File: src/rtl/pts_pkg.sv
package pts_pkg;
  typedef enum logic [1:0] {
    FLD_IDLE = 2'd0,
    FLD_HDR  = 2'd1,
    FLD_TS   = 2'd2,
    FLD_OVF  = 2'd3
  } fld_e;
endpackage

File: src/rtl/pts_xing_ctr.sv
module pts_xing_ctr #(
  parameter int N_XING = 5000,
  parameter int TS_W   = $clog2(N_XING)
) (
  input  logic            clk_i,
  input  logic            rst_ni,
  input  logic            train_start_i,
  input  logic            xing_i,
  output logic            in_train_o,
  output logic [TS_W-1:0] cnt_o,
  output logic            last_o
);
  localparam logic [TS_W-1:0] LAST = TS_W'(N_XING - 1);

  logic            in_train_q;
  logic [TS_W-1:0] cnt_q;

  assign last_o     = in_train_q && xing_i && (cnt_q == LAST);
  assign in_train_o = in_train_q;
  assign cnt_o      = cnt_q;

  always_ff @(posedge clk_i or negedge rst_ni) begin
    if (!rst_ni) begin
      in_train_q <= 1'b0;
      cnt_q      <= '0;
    end else if (train_start_i) begin
      in_train_q <= 1'b1;
      cnt_q      <= '0;
    end else if (in_train_q && xing_i) begin
      if (last_o) in_train_q <= 1'b0;
      else        cnt_q      <= cnt_q + 1'b1;
    end
  end

  assert_cnt_range_R2: assert property (@(posedge clk_i) disable iff (!rst_ni)
    in_train_q |-> cnt_q <= LAST);
  // counter moves only on a strobe
  assert_cnt_hold_R9: assert property (@(posedge clk_i) disable iff (!rst_ni)
    (!xing_i && !train_start_i) |=> $stable(cnt_q));
endmodule

File: src/rtl/pts_ts_store.sv
module pts_ts_store #(
  parameter int DEPTH = 16,
  parameter int TS_W  = 13,
  parameter int IDX_W = $clog2(DEPTH),
  parameter int CNT_W = $clog2(DEPTH + 1)
) (
  input  logic             clk_i,
  input  logic             rst_ni,
  input  logic             clear_i,
  input  logic             wr_i,
  input  logic [TS_W-1:0]  ts_i,
  input  logic [IDX_W-1:0] rd_idx_i,
  output logic [TS_W-1:0]  rd_ts_o,
  output logic [CNT_W-1:0] count_o,
  output logic             ovf_o
);
  localparam logic [CNT_W-1:0] FULL = CNT_W'(DEPTH);

  logic [CNT_W-1:0] wptr_q;
  logic             ovf_q;
  logic [TS_W-1:0]  mem_q [DEPTH];
  logic             full;

  assign full    = (wptr_q == FULL);
  assign count_o = wptr_q;
  assign ovf_o   = ovf_q;
  assign rd_ts_o = mem_q[rd_idx_i];

  always_ff @(posedge clk_i or negedge rst_ni) begin
    if (!rst_ni) begin
      wptr_q <= '0;
      ovf_q  <= 1'b0;
    end else if (clear_i) begin
      wptr_q <= '0;
      ovf_q  <= 1'b0;
    end else if (wr_i) begin
      if (full) ovf_q  <= 1'b1;
      else      wptr_q <= wptr_q + 1'b1;
    end
  end

  for (genvar g = 0; g < DEPTH; g++) begin : g_slot
    always_ff @(posedge clk_i or negedge rst_ni) begin
      if (!rst_ni)
        mem_q[g] <= '0;
      else if (wr_i && !clear_i && !full && (wptr_q == CNT_W'(g)))
        mem_q[g] <= ts_i;
    end
  end

  assert_wptr_max_R4: assert property (@(posedge clk_i) disable iff (!rst_ni)
    wptr_q <= FULL);
  assert_ovf_only_full_R4: assert property (@(posedge clk_i) disable iff (!rst_ni)
    ovf_q |-> full);
endmodule

File: src/rtl/pts_serializer.sv
module pts_serializer
  import pts_pkg::*;
#(
  parameter int DEPTH = 16,
  parameter int TS_W  = 13,
  parameter int IDX_W = $clog2(DEPTH),
  parameter int CNT_W = $clog2(DEPTH + 1),
  parameter int BIT_W = $clog2((TS_W > CNT_W) ? TS_W : CNT_W)
) (
  input  logic             clk_i,
  input  logic             rst_ni,
  input  logic             start_i,
  input  logic             abort_i,
  input  logic [CNT_W-1:0] count_i,
  input  logic             ovf_i,
  input  logic [TS_W-1:0]  rd_ts_i,
  output logic [IDX_W-1:0] rd_idx_o,
  output logic             ser_o,
  output logic             valid_o
);
  fld_e             fld_q;
  logic [BIT_W-1:0] bit_q;
  logic [IDX_W-1:0] slot_q;
  logic             last_slot;

  assign rd_idx_o  = slot_q;
  assign valid_o   = (fld_q != FLD_IDLE);
  assign last_slot = ((CNT_W'(slot_q) + CNT_W'(1)) == count_i);

  always_comb begin
    unique case (fld_q)
      FLD_HDR: ser_o = count_i[bit_q];
      FLD_TS:  ser_o = rd_ts_i[bit_q];
      FLD_OVF: ser_o = ovf_i;
      default: ser_o = 1'b0;
    endcase
  end

  always_ff @(posedge clk_i or negedge rst_ni) begin
    if (!rst_ni) begin
      fld_q  <= FLD_IDLE;
      bit_q  <= '0;
      slot_q <= '0;
    end else if (abort_i) begin
      fld_q <= FLD_IDLE;
    end else if (start_i) begin
      fld_q  <= FLD_HDR;
      bit_q  <= BIT_W'(CNT_W - 1);
      slot_q <= '0;
    end else begin
      unique case (fld_q)
        FLD_HDR: begin
          if (bit_q != '0) bit_q <= bit_q - 1'b1;
          else if (count_i == '0) fld_q <= FLD_OVF;
          else begin
            fld_q <= FLD_TS;
            bit_q <= BIT_W'(TS_W - 1);
          end
        end
        FLD_TS: begin
          if (bit_q != '0) bit_q <= bit_q - 1'b1;
          else if (last_slot) fld_q <= FLD_OVF;
          else begin
            slot_q <= slot_q + 1'b1;
            bit_q  <= BIT_W'(TS_W - 1);
          end
        end
        FLD_OVF: fld_q <= FLD_IDLE;
        default: fld_q <= FLD_IDLE;
      endcase
    end
  end

  assert_frame_starts_R5: assert property (@(posedge clk_i) disable iff (!rst_ni)
    (start_i && !abort_i) |=> (valid_o && fld_q == FLD_HDR));
  assert_slot_in_range_R5: assert property (@(posedge clk_i) disable iff (!rst_ni)
    (fld_q == FLD_TS) |-> (CNT_W'(slot_q) < count_i));
endmodule

File: src/rtl/pixel_ts_recorder.sv
module pixel_ts_recorder #(
  parameter int N_XING = 5000,
  parameter int DEPTH  = 16
) (
  input  logic clk_i,
  input  logic rst_ni,
  input  logic train_start_i,
  input  logic xing_i,
  input  logic hit_i,
  input  logic mask_we_i,
  input  logic mask_i,
  output logic comp_en_o,
  output logic ser_o,
  output logic ser_valid_o,
  output logic overflow_o,
  output logic abort_o
);
  localparam int TS_W  = $clog2(N_XING);
  localparam int IDX_W = $clog2(DEPTH);
  localparam int CNT_W = $clog2(DEPTH + 1);

  logic             in_train, last_xing, wr, rd_start;
  logic             mask_q, abort_q, ovf;
  logic [TS_W-1:0]  cnt, rd_ts;
  logic [IDX_W-1:0] rd_idx;
  logic [CNT_W-1:0] count;

  pts_xing_ctr #(.N_XING(N_XING), .TS_W(TS_W)) i_ctr (
    .clk_i, .rst_ni, .train_start_i, .xing_i,
    .in_train_o(in_train), .cnt_o(cnt), .last_o(last_xing)
  );

  assign wr       = in_train && xing_i && hit_i && !mask_q;
  assign rd_start = last_xing && !mask_q;

  pts_ts_store #(.DEPTH(DEPTH), .TS_W(TS_W)) i_store (
    .clk_i, .rst_ni, .clear_i(train_start_i), .wr_i(wr), .ts_i(cnt),
    .rd_idx_i(rd_idx), .rd_ts_o(rd_ts), .count_o(count), .ovf_o(ovf)
  );

  pts_serializer #(.DEPTH(DEPTH), .TS_W(TS_W)) i_ser (
    .clk_i, .rst_ni, .start_i(rd_start), .abort_i(train_start_i),
    .count_i(count), .ovf_i(ovf), .rd_ts_i(rd_ts), .rd_idx_o(rd_idx),
    .ser_o, .valid_o(ser_valid_o)
  );

  always_ff @(posedge clk_i or negedge rst_ni) begin
    if (!rst_ni) begin
      mask_q  <= 1'b0;
      abort_q <= 1'b0;
    end else begin
      if (mask_we_i)     mask_q  <= mask_i;
      if (train_start_i) abort_q <= ser_valid_o;
    end
  end

  assign comp_en_o  = in_train;
  assign overflow_o = ovf;
  assign abort_o    = abort_q;

  assert_no_read_in_train_R5: assert property (@(posedge clk_i) disable iff (!rst_ni)
    ser_valid_o |-> !comp_en_o);
  assert_abort_cut_R7: assert property (@(posedge clk_i) disable iff (!rst_ni)
    (train_start_i && ser_valid_o) |=> (abort_o && !ser_valid_o));
  assert_masked_silent_R6: assert property (@(posedge clk_i) disable iff (!rst_ni)
    (mask_q && !mask_we_i && !ser_valid_o) |=> !ser_valid_o);
  assert_masked_no_ovf_R6: assert property (@(posedge clk_i) disable iff (!rst_ni)
    (mask_q && !mask_we_i && !overflow_o) |=> !overflow_o);
endmodule

File: config.mk
export PLATFORM = sky130hd
export DESIGN_NAME = pixel_ts_recorder
export DESIGN_NICKNAME = d
export VERILOG_FILES = /design/src/rtl/pts_pkg.sv /design/src/rtl/pts_xing_ctr.sv /design/src/rtl/pts_ts_store.sv /design/src/rtl/pts_serializer.sv /design/src/rtl/pixel_ts_recorder.sv
export SDC_FILE = /design/constraint.sdc
export NUM_CORES = 1
export LEC_CHECK = 0
export ABC_AREA = 1
export BUFFER_PORTS_ARGS = -buffer_cell sky130_fd_sc_hd__buf_2
export CAP_MARGIN = 20
export CORE_UTILIZATION = 50
export DETAILED_ROUTE_END_ITERATION = 16
export PLACE_DENSITY = 0.64
export REMOVE_ABC_BUFFERS = 1
export SLEW_MARGIN = 0
export SYNTH_ARGS = -nofsm -noshare
export SYNTH_HDL_FRONTEND = slang
export SYNTH_SLANG_ARGS = --single-unit
File: constraint.sdc
create_clock -name clk_i -period 2.2 [get_ports clk_i]
set_clock_uncertainty 0.15 [all_clocks]
set_input_delay 0.22 -clock clk_i [delete_from_list [all_inputs] [get_ports clk_i]]
set_output_delay 0.22 -clock clk_i [all_outputs]
set_load 0.02 [all_outputs]
### Word-level counts from Yosys, hierarchy flattened

Index checks and enable logic that the tools add are counted.

* word-level logic and storage cells: 144
* register bits: 240
* bits of input ports: 7

* $add $sub $neg: 5
* reduce and logical (&&, ||, !) cells: 42
* order comparisons: 3
* bitwise operators: 2
* eq/ne operators: 30
* multiplexer cells: 37

Operators with widths (count)
* 2-to-1 mux 13 bit: 5
* binary-select mux 13 bit (select 4 bit): 1
* equality test 5 x 4 -> 1 bit (second input constant): 8
* 2-to-1 mux 4 bit: 9
* logical AND 1 bit: 23
* equality test 5 x 3 -> 1 bit (second input constant): 4
* 2-to-1 mux 5 bit: 3
* adder 13 x 1 -> 13 bit (second input constant): 1
* equality test 13 bit (second input constant): 1
* != test 4 x 3 -> 1 bit (second input constant): 3
* nonzero test 2 bit: 6
* equality test 5 x 2 -> 1 bit (second input constant): 2
* 2-to-1 mux 2 bit: 5
* 2-to-1 mux 1 bit: 9
* != test 4 x 2 -> 1 bit (second input constant): 2
* case mux 4 bit (2 select lines): 1
* AND reduction 2 bit: 4
* AND reduction 4 bit: 2
* adder 4 x 1 -> 5 bit (second input constant): 1
* adder 5 x 1 -> 5 bit (second input constant): 1
* equality test 5 x 1 -> 1 bit (second input constant): 1
* equality test 5 bit: 1
* equality test 5 bit (second input constant): 1
* greater-or-equal comparator 5 bit (second input constant): 1
* 19 further kinds: 24

### Longest topological paths before layout

* word-level depth: 7
* depth in mapped cells: 17

### Cells and area by module

Synthesis repeated with hierarchy kept, for this count alone.

* cells, all modules: 1720
* area, all modules: 12967.4 sq um

Modules (own cells, without submodules)
* pts_ts_store: area an instance 10865.4 sq um, instances 1, seq. area each 5355.1 sq um, cells each 1395
* pts_serializer: area an instance 1032.2 sq um, instances 1, seq. area each 250.2 sq um, cells each 165
* pts_xing_ctr: area an instance 964.7 sq um, instances 1, seq. area each 350.3 sq um, cells each 144
* pixel_ts_recorder: area an instance 105.1 sq um, instances 1, seq. area each 50.0 sq um, cells each 16

### Worst setup path after synthesis

Ideal clock, no wire load.

* path kind: flip-flop to output port
* from: reg i_ser.slot_q[0] (netlist: i_ser.rd_idx_o[0])
* to: out ser_o
* stages on the path, launching flop included: 15
* required time: 1.830 ns
* setup slack: 0.000 ns
* arrival: 1.830 ns
* path through: dfrtp_1 buf_2 inv_2 buf_4 buf_4 nand2_1 nand3_1 nand3_1 nand3_1 nand3_1 nand3_1 nand2_1 o21ai_1 nand2_1 a21oi_1

* cells in the longest elaborated chain, start to end: 7

Ends and longest elaborated chain
* start, declared: line pts_serializer.sv:23 `logic [IDX_W-1:0] slot_q;`
* start signal, assigned: line pts_serializer.sv:64 `slot_q <= slot_q + 1'b1;`
* inverter 4 -> 5 bit (not written as such): line pts_ts_store.sv:27 `assign rd_ts_o = mem_q[rd_idx_i];`
* binary-select mux 13 bit (select 4 bit): line pts_ts_store.sv:27
* 2-to-1 mux 13 bit (not written as such) (2 in a row): line pts_ts_store.sv:27
* binary-select mux 1 bit (select 4 bit): line pts_serializer.sv:33 `FLD_TS: ser_o = rd_ts_i[bit_q];`
* 2-to-1 mux 1 bit (not written as such): line pts_serializer.sv:33
* case mux 1 bit (3 select lines): line pts_serializer.sv:31 `unique case (fld_q)`
* end, declared: line pixel_ts_recorder.sv:13 `output logic ser_o,`

Every way passes these cells. The select of a mux whose other input is x is not followed.

### Final worst setup path

Ends and elaborated chain as after synthesis.

==> Implementation_results.wiki <==
{| class="wikitable"
! Metric !! Value
|-
| Transition time of the tightest slew-check pin || 0.694 ns
|-
| TritonCTS buffer count || 27
|-
| VDD IR-drop max || 544 uV
|-
| Dominant cells by area after synthesis || dfrtp_1, nand2_1, o21ai_1
|-
| Area growth from synthesis to final layout || 22.9%
|-
| Yosys warning total || 0
|-
| Die extent in x || 156 um
|-
| Critical path data arrival time || 2.56 ns
|-
| Share of post-route cells with drive strength above 1 || 0.189
|-
| Mean instance size in the synthesized netlist || 8.02 um^2
|-
| Final count of negative-setup-slack endpoints || 11
|-
| Final min period || 2.93 ns
|-
| Worst Path Max Fanout || 37
|-
| Final core area utilization || 0.633
|-
| Violated checks || setup timing
|-
| Maximum level of the CTS H-tree || 1
|-
| Clock latency on the worst-skew pair || 0.53 ns
|-
| WS Path Type || reg2out
|-
| Number of antenna violations at the first check in global routing || 0
|-
| Number of flops mapped to enable cells by yosys || 0
|-
| DIE AREA || 0.0242 mm^2
|-
| Overall power || 10.4 mW
|-
| Hold slack final || 0.0631 ns
|-
| FF+latch count, synth || 240
|-
| Number of endpoints with negative hold slack in the final report || 0
|-
| CORE AREA || 0.0229 mm^2
|-
| Relative max-transition margin || 0.537
|-
| Run status || complete, but fails checks
|-
| Max-slew violation total from the final report || 0
|-
| Maximum number of pins on one net before global-route repair || 62
|-
| Number of buffers added on ports || 11
|-
| Count of antenna-violating nets left after detailed routing || 0
|-
| Count leader, synth || nand2_1
|-
| Top cells by instance count after synthesis || nand2_1, dfrtp_1, o21ai_1, nand3_1
|-
| Unique masters post-synth || 40
|-
| Max-cap violations || 0
|-
| Crit path launch type || flip-flop
|-
| Post-Syn Instances || 1472
|-
| Standard-cell rows || 55
|-
| Die extent in y || 156 um
|-
| Worst Setup End Kind || output pin
|-
| Unrepaired setup endpoints after global routing || true
|-
| Cell Pwr Density || 717 mW/mm^2
|-
| Sequential area share after synthesis || 0.508
|-
| Dominant synthesized flop cell || dfrtp_1
|-
| Setup Total Neg Slack || -3.28 ns
|-
| Worst Hold Class || in2async
|-
| Cell taking the most area after synthesis || dfrtp_1
|-
| Synthesized cell area || 0.0118 mm^2
|-
| Library cell used as clock root buffer || clkbuf_16
|-
| Initial cell density of the core || 0.515
|-
| TritonCTS clock tree || yes
|-
| Maximum buffer depth of the clock tree || 3
|-
| Ratio of routed vias to standard cells || 5.62
|-
| Worst EP required || 1.83 ns
|-
| Leak pwr || 6.49 nW
|-
| Via count of the first global-routing pass || 9896
|-
| Non-Filler Cell Area, Final || 0.0145 mm^2
|-
| Global routing usage summed across all routing layers || 0.298
|-
| Clock slew seen by the registers of the worst setup and hold paths || 0.06 ns
|-
| Final Routed Wirelength || 36500 um
|-
| Final antenna diode count || 0
|-
| Count of boundary I/O pins || 12
|-
| Number of remaining DRC errors || 0
|-
| Share of flip-flops with an asynchronous set or reset || 1.00
|-
| Number of search-and-repair iterations in the first detailed-routing pass || 6
|-
| Wire length per cell || 19.5 um
|-
| Synth top area share || 0.508
|-
| Number of cells on the worst reg-to-reg path || 12
|-
| Number of DRC violations after detailed-routing iteration 0 || 926
|-
| Dpl hpwl || 22200 um
|-
| Global placer's final weighted congestion || 0.914
|-
| Total number of clock tree sinks || 240
|-
| Post-Place Cell Area || 0.0128 mm^2
|-
| Total Nets Final || 1565
|-
| Final period util || 1.33
|-
| Total vias in the final route || 10550
|-
| Peak clock frequency supported by timing || 341 MHz
|-
| GRT overflow || 0
|-
| Final worst setup slack || -0.732 ns
|-
| Global-route wire length before repair || 55800 um
|}
## critical path: stages (launching register included)
cell and delay, ns:
dfrtp_4 0.53, clkinv_8 0.10, buf_16 0.20, nand2_1 0.08, a21oi_1 0.18, nor2_1 0.07, nand2_1 0.08, nand3_1 0.08
nand3_1 0.09, nand2_1 0.07, o21ai_2 0.16, nand2_2 0.09, a21oi_2 0.12, buf_4 0.15
## kinds of logic (layout without fill, tap and decap cells)
kind of cell             Yosys count  count (layout)  synth area share
flip-flops                       240             240             0.508
buffers and inverters            161             246            0.0699
XOR/XNOR                           6               6           0.00445
adder cells (fa/ha/maj)           13              13            0.0138
AND/OR/NAND/NOR                  771             779             0.283
AO/OA/AOI/OAI                    281             281             0.120
## layout make-up
| type | count | area [um^2] |
|---|---|---|
| Sequential cell | 240 | 6010 |
| Fill cell | 1975 | 8400 |
| Clock inverter | 7 | 135 |
| Multi-Input combinational cell | 1079 | 5400 |
| Inverter | 63 | 263 |
| Clock buffer | 42 | 812 |
| Timing Repair Buffer | 134 | 1510 |
| Tap cell | 313 | 392 |
## power by group
| part | total (mW) | switching, mW | internal (mW) | leakage [nW] |
|---|---|---|---|---|
| Combinational | 1.11 | 0.687 | 0.423 | 2.70 |
| Sequential | 4.51 | 0.0484 | 4.47 | 3.32 |
| Clock | 4.79 | 1.80 | 2.98 | 0.467 |
| Total | 10.4 | 2.54 | 7.87 | 6.49 |
## repair_timing
action | in CTS | in global routing
pin swaps | 22 | 21
setup buffers | 11 | 3
endpoints found under the hold margin | 245 | 0
hold buffers | 5 | 0
resized for setup | 49 | 36
endpoints found under the setup margin | 11 | 51
gates cloned | 4 | 8
## cells in the final DEF, fill, tap and decap left out, types with 3 or more instances in the layout
cell           count
nand2_1          542
dfrtp_1          239
o21ai_1          225
nand3_1          105
buf_4             80
inv_1             39
nand3_2           39
buf_12            33
a21oi_1           28
clkbuf_16         27
nand2_2           21
nor2_1            20
inv_2             19
ha_1              12
a21oi_2           11
nor3_1            10
nand4_1            9
o21ai_0            9
buf_2              9
clkbuf_8           8
nand3_4            7
clkbuf_1           7
nand4_4            5
dlygate4sd3_1      5
nor2_2             4
clkinv_2           4
bufinv_16          4
nor3b_1            3
nor2_8             3
o22ai_1            3
nor4_1             3
xor2_1             3
buf_16             3
## layer usage
layer / part of all wire / vias up / global-route usage
li1: - / 5000 / -
met1: 0.44 / 4977 / 0.441
met2: 0.43 / 472 / 0.441
met3: 0.095 / 101 / 0.0547
met4: 0.037 / 0 / 0.0985
met5: 0 / - / 0
## through the flow
stage / cells / worst slack, ns
CTS: 1868 / -0.693
global route: 1878 / -0.806
detailed placement: 1799 / -0.291
finish: 1878 / -0.732
floorplan: 1374 / -2.30
global placement: 1799 / -0.293
## flip-flops by register name (all words and copies together) (netlist names), 2 cells and up
name,cells
i_ctr.cnt_o,13
i_ser.fld_q,2
i_store.count_o,5
i_ser.bit_q,4
i_store.mem_q,208
i_ser.rd_idx_o,4
## final timing paths
path / startpoint / end / slack, ns
hold reg to reg: i_store.mem_q[93]$_DFFE_PN0P_ / i_store.mem_q[93]$_DFFE_PN0P_ / 0.34
max in group asynchronous: rst_ni / i_store.mem_q[68]$_DFFE_PN0P_ / 1.14
min in group clk_i: xing_i / i_ctr.cnt_o[4]$_DFFE_PN0P_ / 0.07
hold / removal: rst_ni / i_store.mem_q[143]$_DFFE_PN0P_ / 0.06
setup reg to reg: i_ser.rd_idx_o[0]$_DFFE_PN0P_ / i_ser.rd_idx_o[0]$_DFFE_PN0P_ / -0.30
setup / recovery: i_ser.rd_idx_o[0]$_DFFE_PN0P_ / ser_o / -0.73
Note: power is estimated with default switching activity, not from simulation.
